--- src/rtl/lane_bond_deskew.sv ---
module lane_bond_deskew #(
  parameter int LANES    = 4,
  parameter int W        = 16,
  parameter int DEPTH    = 8,
  parameter int MAX_SKEW = 4
) (
  input  logic               clk,
  input  logic               rst,
  input  logic [LANES*W-1:0] lane_data,
  input  logic [LANES-1:0]   lane_mark,
  input  logic               rebond_req,
  output logic [LANES*W-1:0] out_data,
  output logic               out_valid,
  output logic               bonded,
  output logic               bond_lost
);
  localparam int PW = $clog2(DEPTH);
  localparam int CW = $clog2(MAX_SKEW + 1);

  logic [W:0]         hist [LANES][DEPTH];
  logic [PW-1:0]      wp;
  logic [PW-1:0]      dly [LANES];
  logic [CW-1:0]      arr [LANES];
  logic [CW-1:0]      cnt;
  logic [LANES-1:0]   seen;
  logic [LANES-1:0]   tap_mark;
  logic [LANES*W-1:0] tap_data;
  logic               any_zero_dly;

  wire all_seen = &(seen | lane_mark);
  wire drift    = (|tap_mark) && !(&tap_mark);

  always_comb begin
    any_zero_dly = 1'b0;
    for (int l = 0; l < LANES; l++) begin
      {tap_mark[l], tap_data[l*W +: W]} = hist[l][wp - PW'(1) - dly[l]];
      if (dly[l] == '0) any_zero_dly = 1'b1;
    end
  end

  always_ff @(posedge clk)
    for (int l = 0; l < LANES; l++)
      hist[l][wp] <= {lane_mark[l], lane_data[l*W +: W]};

  always_ff @(posedge clk) begin
    if (rst) begin
      wp        <= '0;
      cnt       <= '0;
      seen      <= '0;
      bonded    <= 1'b0;
      bond_lost <= 1'b0;
      out_valid <= 1'b0;
      out_data  <= '0;
      for (int l = 0; l < LANES; l++) begin
        dly[l] <= '0;
        arr[l] <= '0;
      end
    end else begin
      wp        <= wp + PW'(1);
      out_data  <= tap_data;
      out_valid <= bonded;
      if (rebond_req) begin
        bonded <= 1'b0;
        seen   <= '0;
        cnt    <= '0;
      end else if (bonded) begin
        if (drift) begin
          bonded    <= 1'b0;
          bond_lost <= 1'b1;
          seen      <= '0;
          cnt       <= '0;
        end
      end else if (all_seen) begin
        for (int l = 0; l < LANES; l++)
          dly[l] <= seen[l] ? PW'(cnt - arr[l]) : '0;
        bonded    <= 1'b1;
        bond_lost <= 1'b0;
        seen      <= '0;
        cnt       <= '0;
      end else if (seen == '0) begin
        if (|lane_mark) begin
          seen <= lane_mark;
          cnt  <= CW'(1);
          for (int l = 0; l < LANES; l++) arr[l] <= '0;
        end
      end else if (cnt == CW'(MAX_SKEW)) begin
        bond_lost <= 1'b1;
        seen      <= '0;
        cnt       <= '0;
      end else begin
        for (int l = 0; l < LANES; l++)
          if (lane_mark[l] && !seen[l]) arr[l] <= cnt;
        seen <= seen | lane_mark;
        cnt  <= cnt + CW'(1);
      end
    end
  end

  p_reset_clears_r1: assert property (@(posedge clk)
    rst |=> (!bonded && !out_valid && !bond_lost));

  p_valid_needs_bond_r2: assert property (@(posedge clk) disable iff (rst)
    out_valid |-> $past(bonded));

  p_rebond_drops_r7: assert property (@(posedge clk) disable iff (rst)
    rebond_req |=> !bonded);

  p_lost_not_bonded_r6: assert property (@(posedge clk) disable iff (rst)
    $rose(bond_lost) |-> !bonded);

  p_bond_clears_lost_r8: assert property (@(posedge clk) disable iff (rst)
    $rose(bonded) |-> !bond_lost);

  p_window_bound_r5: assert property (@(posedge clk) disable iff (rst)
    cnt <= CW'(MAX_SKEW));

  p_latest_lane_undelayed_r4: assert property (@(posedge clk) disable iff (rst)
    bonded |-> any_zero_dly);

  always_ff @(posedge clk)
    if (!rst && bonded)
      for (int l = 0; l < LANES; l++)
        p_delay_bound_r4: assert (dly[l] <= PW'(MAX_SKEW));
endmodule

--- config.mk ---
export PLATFORM = sky130hd
export DESIGN_NAME = lane_bond_deskew
export DESIGN_NICKNAME = d
export VERILOG_FILES = /design/src/rtl/lane_bond_deskew.sv
export SDC_FILE = /design/constraint.sdc
export NUM_CORES = 1
export LEC_CHECK = 0
export BUFFER_PORTS_ARGS = -buffer_cell sky130_fd_sc_hd__buf_2
export CAP_MARGIN = 5
export CORE_ASPECT_RATIO = 0.6
export CORE_MARGIN = 3
export CORE_UTILIZATION = 52
export CTS_BUF_LIST = sky130_fd_sc_hd__clkbuf_4 sky130_fd_sc_hd__clkbuf_8
export DETAILED_ROUTE_END_ITERATION = 16
export PLACE_DENSITY = 0.72
export SYNTH_ARGS = -nofsm -noshare
export SYNTH_HDL_FRONTEND = slang
export SYNTH_SLANG_ARGS = --single-unit
--- constraint.sdc ---
create_clock -name clk -period 13.28 [get_ports clk]
set_clock_uncertainty 0.2 [all_clocks]
set_input_delay 3.32 -clock clk [delete_from_list [all_inputs] [get_ports clk]]
set_output_delay 3.32 -clock clk [all_outputs]
set_load 0.01 [all_outputs]
=== Word-level counts from Yosys, hierarchy flattened ===
Memories as Yosys holds them, arrays and structs flattened.
Cells that the tools add are included.
Widths: inputs -> output; s select.

* Flip-flop bits (word level): 77
* Bits in writable memories: 568
* Output and inout port bits: 67
* Logic and storage cells: 165
* Memories kept: 3

{| class="wikitable"
|+ Memories
! name !! words !! width !! read ports !! clocked after Yosys merged registers in !! write ports !! RTL line !! text
|-
| hist || 4 || 136 || 4 || 0 || 4 || 20 || <nowiki>logic [W:0] hist [LANES][DEPTH];</nowiki>
|-
| arr || 4 || 3 || 4 || 0 || 4 || 23 || <nowiki>logic [CW-1:0] arr [LANES];</nowiki>
|-
| dly || 4 || 3 || 4 || 0 || 4 || 22 || <nowiki>logic [PW-1:0] dly [LANES];</nowiki>
|}

* Add/sub/neg operators: 11
* Magnitude comparators: 6
* Eq/ne operators: 4
* Mux-type cells: 95
* Bitwise operators: 19
* Reductions and logical operators: 20

{| class="wikitable"
|+ Operator list
! cell !! count
|-
| $bmux 17 s3 || 4
|-
| $mux 17 || 9
|-
| $mux 3 || 22
|-
| $mux 1 || 53
|-
| $demux 17 s3 || 1
|-
| $mux 4 || 6
|-
| $sub 3x3->3 || 8
|-
| $ge 4x4->1 const B || 5
|-
| $not 3->4 || 5
|-
| $or 1x1->1 || 12
|-
| $reduce_and 4->1 || 3
|-
| $reduce_or 4->1 || 2
|-
| $add 3x1->3 const B || 2
|-
| $logic_and 1x1->1 || 6
|-
| $logic_not 1->1 || 5
|-
| $logic_not 4->1 || 1
|-
| $lt 4x1->1 const B || 1
|-
| $ne 4x3->1 const B || 1
|-
| $or 4x4->4 || 1
|-
| $eq 3x3->1 const B || 1
|-
| $ne 3x3->1 const B || 1
|-
| $reduce_bool 3->1 || 1
|-
| $sub 3x1->3 const B || 1
|-
| $ne 2x1->1 const B || 1
|-
| other kinds (3) || 3
|}

=== Depth between registers and ports, before layout ===
Gate-level depths: netlist (run 1).

* Depth in word-level cells: 11
* Depth in mapped cells: 9

=== Least setup slack after synthesis (run 1) ===
Ideal clock, no wire load.

* Path type: register to register
* Start: reg wp[0]
* End: mem hist[0][102] in the netlist's numbering (enable)
* Setup time: 0.578 ns
* Arrival: 5.239 ns
* Required time: 12.502 ns
* Path slack: 7.262 ns
* Stages on the path, launching flop included: 3
* Buffers on the path: 0
* Cell sequence: dfxtp_1 inv_1 nor3_1

{| class="wikitable"
|+ RTL lines
! what !! RTL line !! text
|-
| start: declaration || 21 || <nowiki>logic [PW-1:0] wp;</nowiki>
|-
| start signal: assignment || 59 || <nowiki>wp <= wp + PW'(1);</nowiki>
|-
| end: declaration || 20 ||
|}

==> results of run 1 <==
registers in the layout, indices dropped and copies added, names as in the netlist, 3 cells and up:
name and count:
hist 544, out_data 64, arr 12, dly 12, seen 4, cnt 3, wp 3
through the flow:
step                      power [W]  setup WS [ns]  hold slack, ns  util [%]  instances
after CTS                   0.00460           8.33           0.316      60.6       1980
after global placement      0.00300           7.78           0.301      56.3       1811
final                       0.00454           8.32           0.316      60.6       1981
after detailed placement    0.00301           7.70           0.306      56.3       1811
after floorplan             0.00281           7.26           0.265         -       1106
after global routing        0.00475           8.16           0.337      60.6       1981
cells in the final DEF (no fill, tap or decap), types with 2 or more instances in the layout:
cell / netlist / layout
nand2b_1: 4 / 4
o22a_1: 2 / 2
ha_1: 12 / 8
clkinvlp_4: 0 / 2
fa_1: 8 / 8
nand3b_1: 3 / 3
nor3_1: 7 / 3
mux2i_1: 68 / 68
mux4_2: 136 / 136
ha_2: 0 / 4
xnor2_4: 0 / 4
clkinv_2: 0 / 5
and3_4: 0 / 2
xnor2_1: 13 / 13
and2_1: 10 / 10
clkbuf_4: 0 / 47
nor3_2: 0 / 4
nor2_1: 85 / 83
nor2_4: 0 / 2
inv_1: 5 / 5
nor3b_1: 5 / 5
dfxtp_1: 80 / 80
a21oi_1: 16 / 16
nor4_1: 4 / 4
o21ai_0: 2 / 2
buf_2: 0 / 136
edfxtp_1: 565 / 565
nor2b_1: 3 / 3
nand2_1: 11 / 11
buf_4: 1 / 26
nand3_1: 3 / 3
clkbuf_8: 0 / 107
clkinv_1: 1 / 8
where the power goes:
part / internal [W] / switching, W
logic: 0.000266 / 0.000326
registers: 0.00234 / 0.0000300
clock network: 0.000883 / 0.000701
kinds of logic after synthesis:
| group | share of synthesized area, % |
|---|---|
| multiplexers | 15.7 |
| XOR/XNOR | 0.867 |
| AO/OA/AOI/OAI | 0.646 |
| AND/OR/NAND/NOR | 2.70 |
| adder cells (fa/ha/maj) | 1.30 |
| flip-flops | 77.9 |
| buffers and inverters | 0.835 |
layout make-up:
| class | instances | share of cell area [%] |
|---|---|---|
| clock buffer | 154 | 6.69 |
| inverter | 6 | 0.0825 |
| sequential | 645 | 68.0 |
| tap | 589 | 2.70 |
| clock inverter | 15 | 0.353 |
| antenna | 1 | 0.00917 |
| timing repair buffer | 162 | 3.21 |
| multi-input combinational | 409 | 18.9 |
worst max-delay path, delay by kind of cell:
| kind | cells | cell delay (ns) |
|---|---|---|
| buffers and inverters | 1 | 0.41 |
| AND/OR/NAND/NOR | 4 | 1.31 |
metal layers:
layer	wire, um	up-vias
li1	-	4900
met2	21400	327
met5	44	-
met1	20000	5742
met4	725	6
met3	2760	64
worst paths after layout:
check                 start   endpoint  slack (ns)  cells past startpoint
setup / recovery        rst  arr[0][2]        8.32                      5
hold / removal    arr[2][2]  arr[2][2]        0.32                      2
setup reg to reg      wp[0]     cnt[1]        8.78                      9
hold reg to reg   arr[2][2]  arr[2][2]        0.32                      2
==> run_results.csv, run 1 <==
group,metric,value,unit
sta,finalSetupViolCount,0,
sta,min_period,4.96,ns
clock_network,cts-buffers-inserted,92,
sta,hold_violations,0,
drt,wl_per_cell,22.7,um
yosys,yosys_warnings,0,
worst_setup_path,cp_max_fo,72,
clock_network,clkTransAtPathRegs,0.06,ns
power,power.density,166,nW/um^2
finish,multi_input_area,5160,um^2
placement,place_area,25400,um^2
yosys,syn_avg_cell_area,21.5,um^2
floorplan,io_pins,138,
grt,busiest_layer,"met2",
sta,rsz0062_at_grt,"no",
drt,routed_wl,44.9,mm
placement,place_hpwl,24.5,mm
clock_network,cts_setup_buffers,0,
floorplan,floorplan.initialDensity,52.9,%
yosys,synth_top_area_cell,"edfxtp_1",
yosys,yosysMostFrequentCell,"edfxtp_1",
floorplan,die-area,48500,um^2
sta,max_slew_margin,28.1,%
sta,maxSlewViolCount,0,
drt,firstDrtPassIters,5,
clock_network,clk_root_buffer_cell,"clkbuf_8",
yosys,synth.distinct_cells,37,
worst_setup_path,cp_data_required_time,13.39,ns
drt,ant_nets,0,
min_path,hold_path.class,"register to register",
clock_network,postCtsResizedCells,0,
grt,grt_pass1_wl,68.4,mm
worst_setup_path,cp_cell_sequence,"buf_4 -> nor2_1 -> nand3_1 -> nor3b_1 -> nand2b_1",
grt,grtUsageMet1,28.1,%
clock_network,cts_sinks,645,
drt,via_per_inst,5.57,
grt,overflow,0,
worst_setup_path,cp_slowest_stage_delay,0.47,ns
clock_network,h-tree-depth,3,
grt,antenna_found_initial,4,
finish,regArea,18600,um^2
yosys,ys_seq_area_share,77.9,%
clock_network,cts_tree,"done",
placement,io_buffers,137,
yosys,ys_seq_elements,645,
finish,area_growth,14.5,%
clock_network,ctsHoldBuffers,0,
yosys,syn_area,23800,um^2
yosys,syn_inst,1106,
sta,tns,0,ns
drt,vias,11000,
power,leakagePower,9.43,nW
status,outcome,"completed",
clock_network,insertion_delay,0.63,ns
yosys,synthTopCellsByArea,"edfxtp_1, mux4_2, dfxtp_1",
grt,grt_max_degree,73,
floorplan,die_h,172,um
power,peakVddDrop,0.0000721,V
yosys,synth-main-ff-cell,"edfxtp_1",
yosys,syn-num-nets,1197,
grt,met3_usage,4.16,%
worst_setup_path,startpoint_type,"input port",
drt,drtIter0Drc,896,
finish,nFillCells,3188,
worst_setup_path,slowest_stage,"nor2_1",
floorplan,coreArea,45000,um^2
sta,fmax,202,MHz
clock_network,cts_buffer_depth,3,
grt,grt.total_usage,19.0,%
worst_setup_path,end_kind,"register",
drt,drcViolationCount,0,
sta,finalCritPeriodShare,37.3,%
finish,num-nets-final,1407,
floorplan,std_cell_rows,60,
finish,layout-drive-gt1-share,34.4,%
yosys,async_flop_share,0,%
yosys,synth_common_cells,"edfxtp_1, mux4_2, nor2_1, dfxtp_1, mux2i_1",
worst_setup_path,path_class,"input port to register",
sta,worstMarginPinSlew,1.07,ns
grt,grt_use_met2,29.3,%
placement,gp_congestion,0.792,
yosys,synth_top_area_share,71.2,%
worst_setup_path,cp_data_arrival_time,5.06,ns
grt,first_global_vias,11400,
flow_run,maxCapViolCount,0,
finish,design_area,27300,um^2
yosys,synth-edff-count,565,
floorplan,die_w,282,um
Note: power is estimated with default switching activity, not from simulation.
==> inputs of run 2 (changes only) <==
Settings changed: PLACE_DENSITY 0.72 to 0.74.
Clock period 13.28 ns to 4.3 ns, I/O delays scaled along.
==> run_results.csv, run 2 (synthesis results as in run 1) <==
group,metric,value,unit
clock_network,cts-buffers-inserted,91,
finish,layout.cells.non_filler,1983,
clock_network,clkTransAtPathRegs,0.07,ns
finish,largest_reg_flops,544,
drt,wl_per_cell,22.5,um
floorplan,floorplan.initialDensity,52.9,%
clock_network,h-tree-depth,3,
grt,grt_pass1_wl,68.7,mm
finish,top_register,"hist",
drt,drtIter0Drc,897,
worst_setup_path,cp_max_fo,16,
clock_network,clk_root_buffer_cell,"clkbuf_8",
floorplan,die_h,172,um
finish,reg_top3,"hist x544, out_data x64",
worst_setup_path,path_class,"register to register",
sta,max_slew_margin,21.6,%
drt,drcViolationCount,0,
power,leakagePower,9.38,nW
power,pwr-share-comb,13.1,%
min_path,hold_depth,2,
power,pwr-share-seq,53.2,%
floorplan,die-area,48500,um^2
drt,dr_wl_met2,21.7,mm
clock_network,postCtsResizedCells,0,
min_path,holdPathEnd,"arr[2][0]",
placement,dp_cells,1816,
worst_setup_path,cp_slowest_stage_delay,0.53,ns
status,outcome,"completed",
drt,via_per_inst,5.54,
clock_network,cts_sinks,645,
worst_setup_path,cp_data_arrival_time,3.83,ns
clock_network,cts_setup_buffers,0,
grt,grt.total_usage,19.0,%
min_path,hold_path.class,"register to register",
floorplan,coreArea,45000,um^2
floorplan,io_pins,138,
finish,area_growth,14.2,%
drt,wl_met3,2.20,mm
sta,hold_violations,0,
clock_network,cts_tree,"done",
floorplan,die_w,282,um
power,peakVddDrop,0.000264,V
sta,finalSetupViolCount,0,
sta,fmax,283,MHz
drt,firstDrtPassIters,5,
grt,antenna_found_initial,5,
sta,tns,0,ns
worst_setup_path,r2r_end,"cnt[1]",
grt,first_global_vias,11400,
sta,maxSlewViolCount,0,
flow_run,maxCapViolCount,0,
finish,num-nets-final,1411,
floorplan,std_cell_rows,60,
sta,min_period,3.53,ns
power,power.density,506,nW/um^2
worst_setup_path,worst-path-buf-inv,1,
sta,hold_slack,0.306,ns
power,intPower,0.0105,W
worst_setup_path,slowest_stage,"xnor2_4",
worst_setup_path,end_kind,"register",
grt,overflow,0,
worst_setup_path,rr_worst_depth,9,
sta,worstMarginPinSlew,1.17,ns
min_path,min_from,"arr[2][0]",
finish,final_common_cell,"edfxtp_1",
worst_setup_path,startpoint_type,"register",
placement,io_buffers,137,
worst_setup_path,r2r_start,"wp[1]",
drt,wl_met1,20.1,mm
finish,layout-drive-gt1-share,33.4,%
power,switching_share,23.6,%
sta,rsz0062_at_grt,"no",
worst_setup_path,cp_data_required_time,4.60,ns
drt,vias,11000,
drt,routed_wl,44.7,mm
placement,gp_congestion,0.787,
power,p_clk_share,33.7,%
clock_network,cts_buffer_depth,3,
sta,finalCritPeriodShare,82.2,%
finish,final_cell_mix,"edfxtp_1, mux4_2, buf_2, clkbuf_8, nor2_1",
grt,grt_max_degree,67,
worst_setup_path,cpLargestDelayFamily,"adder cells",
drt,top_layer,"met5",
drt,ant_nets,0,
power,p_sw,0.00324,W
clock_network,ctsHoldBuffers,0,
worst_setup_path,reg2reg_slack,0.77,ns
placement,place_hpwl,24.4,mm
clock_network,insertion_delay,0.63,ns
worst_setup_path,cp_cell_sequence,"inv_1 -> ha_1 -> fa_1 -> xnor2_1 -> xnor2_4 -> mux2i_1 -> and4_1 -> o211ai_2 -> o221ai_1",
==> run 2: cell types whose count changed in the layout (fill, tap and decap cells not counted), sizes merged <==
cell      change
buf           +5
clkbuf       -21
clkinv       +20
bufinv        -1
clkinvlp      -1
==> run 2: worst reg2reg max path, cell delays in order (launching register included) <==
cell and delay, ns:
dfxtp_1 0.41, inv_1 0.15, ha_1 0.42, fa_1 0.41, xnor2_1 0.21, xnor2_4 0.53
mux2i_1 0.23, and4_1 0.28, o211ai_2 0.40, o221ai_1 0.16
==> run 2: worst max path at each step <==
| stage | start | endpoint | depth (start not counted) |
|---|---|---|---|
| 2_1_floorplan | wp[0] | hist[0][102] | 2 |
| 6_report | wp[1] | cnt[1] | 9 |
| 4_1_cts | wp[1] | cnt[2] | 9 |
| 3_5_place_dp | wp[1] | cnt[1] | 9 |
| 3_3_place_gp | wp[1] | cnt[1] | 9 |
| 5_1_grt | wp[1] | cnt[1] | 9 |
==> run 2: metrics by stage <==
step                      total power (W)  utilization [%]  worst slack, ns  instance area, um^2
after floorplan                   0.00869                -            -1.72                23800
after global placement            0.00925             56.4            0.856                25400
after detailed placement          0.00929             56.4            0.795                25400
after CTS                          0.0139             60.4            0.771                27200
after global routing               0.0144             60.4            0.523                27200
final                              0.0138             60.4            0.766                27200
==> run 2: cell type report <==
cell class | instances | area, um^2
Sequential cell | 645 | 18600
Fill cell | 3223 | 17800
Multi-Input combinational cell | 409 | 5160
Clock buffer | 133 | 1660
Timing Repair Buffer | 167 | 913
Tap cell | 589 | 737
Clock inverter | 33 | 139
Inverter | 6 | 22.5
Antenna cell | 1 | 2.50
==> run 2: power groups by stage <==
stage	Combinational, W	Clock, W	Sequential [W]
4_1_cts	0.00185	0.00478	0.00732
5_1_grt	0.00198	0.00506	0.00734
3_5_place_dp	0.00184	0	0.00745
6_report	0.00180	0.00464	0.00731
3_3_place_gp	0.00181	0	0.00744
2_1_floorplan	0.00117	0	0.00752
==> run 2: per-layer routing <==
metal | GRT usage [%] | vias up
met5 | 0 | -
li1 | - | 4927
met2 | 30.3 | 264
met3 | 4.07 | 71
met4 | 4.96 | 6
met1 | 27.3 | 5725
==> inputs of run 3 (changes only) <==
Settings changed: PLACE_DENSITY 0.74 to 0.72.
Clock period 4.3 ns to 3.6 ns, I/O delays scaled along.
==> run_results.csv, run 3 (synthesis results as in run 1) <==
group,metric,value,unit
finish,num-nets-final,1415,
floorplan,std_cell_rows,60,
grt,overflow,0,
min_path,hold_path.class,"register to register",
floorplan,io_pins,138,
finish,layout-drive-gt1-share,34.4,%
drt,drcViolationCount,0,
grt,antenna_found_initial,3,
drt,vias,11100,
grt,grt_max_degree,69,
clock_network,cts-buffers-inserted,90,
finish,postLayoutCoreUtil,60.8,%
placement,gp_congestion,0.791,
finish,final_common_cell,"edfxtp_1",
sta,tns,0,ns
worst_setup_path,path_class,"register to register",
clock_network,h-tree-depth,3,
finish,nFillCells,3137,
drt,drtIter0Drc,973,
clock_network,cts_sinks,645,
clock_network,insertion_delay,0.64,ns
sta,max_slew_margin,26.4,%
worst_setup_path,cp_data_arrival_time,3.72,ns
worst_setup_path,startpoint_type,"register",
finish,final_cell_mix,"edfxtp_1, buf_2, mux4_2, clkbuf_8, nor2_1",
sta,fmax,296,MHz
power,peakVddDrop,0.000515,V
sta,hold_violations,0,
sta,finalSetupViolCount,0,
floorplan,die_w,282,um
power,power.density,609,nW/um^2
finish,largest_reg_flops,544,
finish,diodes,0,
finish,top_register,"hist",
worst_setup_path,end_kind,"register",
clock_network,postCtsResizedCells,0,
clock_network,cts_tree,"done",
clock_network,cts_setup_buffers,0,
sta,worstMarginPinSlew,1.10,ns
drt,wl_per_cell,22.7,um
worst_setup_path,worst-path-buf-inv,1,
sta,min_period,3.38,ns
floorplan,die-area,48500,um^2
power,leakagePower,9.45,nW
clock_network,ctsHoldBuffers,0,
drt,firstDrtPassIters,4,
grt,first_global_vias,11500,
finish,reg_top3,"hist x544, out_data x64",
grt,grt_pass1_wl,69.2,mm
drt,ant_nets,0,
power,p_total,0.0167,W
floorplan,floorplan.initialDensity,52.9,%
worst_setup_path,cp_max_fo,8,
sta,maxSlewViolCount,0,
worst_setup_path,cp_cell_sequence,"inv_1 -> ha_1 -> fa_1 -> xnor2_1 -> xnor2_4 -> mux2i_2 -> and4_1 -> o211ai_2 -> o221ai_1",
placement,io_buffers,137,
worst_setup_path,slowest_stage,"dfxtp_1",
drt,via_per_inst,5.57,
grt,grt.total_usage,19.2,%
floorplan,die_h,172,um
floorplan,coreArea,45000,um^2
worst_setup_path,cp_slowest_stage_delay,0.49,ns
sta,rsz0062_at_grt,"no",
flow_run,maxCapViolCount,0,
placement,place_hpwl,25.1,mm
clock_network,clk_root_buffer_cell,"clkbuf_8",
clock_network,cts_buffer_depth,3,
drt,routed_wl,45.2,mm
sta,finalCritPeriodShare,93.9,%
clock_network,clkTransAtPathRegs,0.07,ns
worst_setup_path,cpLargestDelayFamily,"adder cells",
status,outcome,"completed",
finish,area_growth,15.0,%
worst_setup_path,cp_data_required_time,3.94,ns
## run 3: worst paths after layout
path,from,to,slack [ns],depth (start not counted)
worst max-delay path,wp[1],cnt[1],0.22,9
worst min-delay path,arr[2][2],arr[2][2],0.32,2
worst max register to register,wp[1],cnt[1],0.22,9
worst min register to register,arr[2][2],arr[2][2],0.32,2
## run 3: cell type report
type	count	area, um^2	area share, %
sequential	645	18600	67.8
multi-input combinational	409	5200	19.0
clock buffer	137	1700	6.22
timing repair buffer	172	973	3.55
tap	589	737	2.69
clock inverter	31	185	0.676
inverter	6	22.5	0.0822
## run 3: metal layers
| layer | up-vias | share of wire [%] | GRT usage [%] |
|---|---|---|---|
| met5 | - | 0.060 | 0 |
| met4 | 4 | 1.7 | 4.98 |
| met3 | 69 | 5.9 | 4.15 |
| met2 | 343 | 47 | 29.4 |
| met1 | 5734 | 46 | 28.5 |
| li1 | 4924 | - | - |
## run 3: worst reg2reg max path: stages (launching register included)
cell and delay [ns]:
dfxtp_1 0.49, inv_1 0.11, ha_1 0.40, fa_1 0.42, xnor2_1 0.35, xnor2_4 0.18
mux2i_2 0.35, and4_1 0.32, o211ai_2 0.22, o221ai_1 0.26
## run 3: where the power goes
group          internal, W  leakage [nW]  switching [W]
Clock              0.00306          1.00        0.00268
Sequential         0.00862          5.88       0.000131
Combinational     0.000999          2.57        0.00118
Total               0.0127          9.45        0.00400
## run 3: metrics by stage
stage,cell area (um^2),cells,setup WS [ns],hold slack (ns)
floorplan,23800,1106,-0.415,0.265
global placement,25500,1821,0.199,0.286
detailed placement,25500,1821,0.0618,0.308
CTS,27400,1989,0.0557,0.255
global route,27400,1989,0.00128,0.268
finish,27400,1989,0.219,0.316
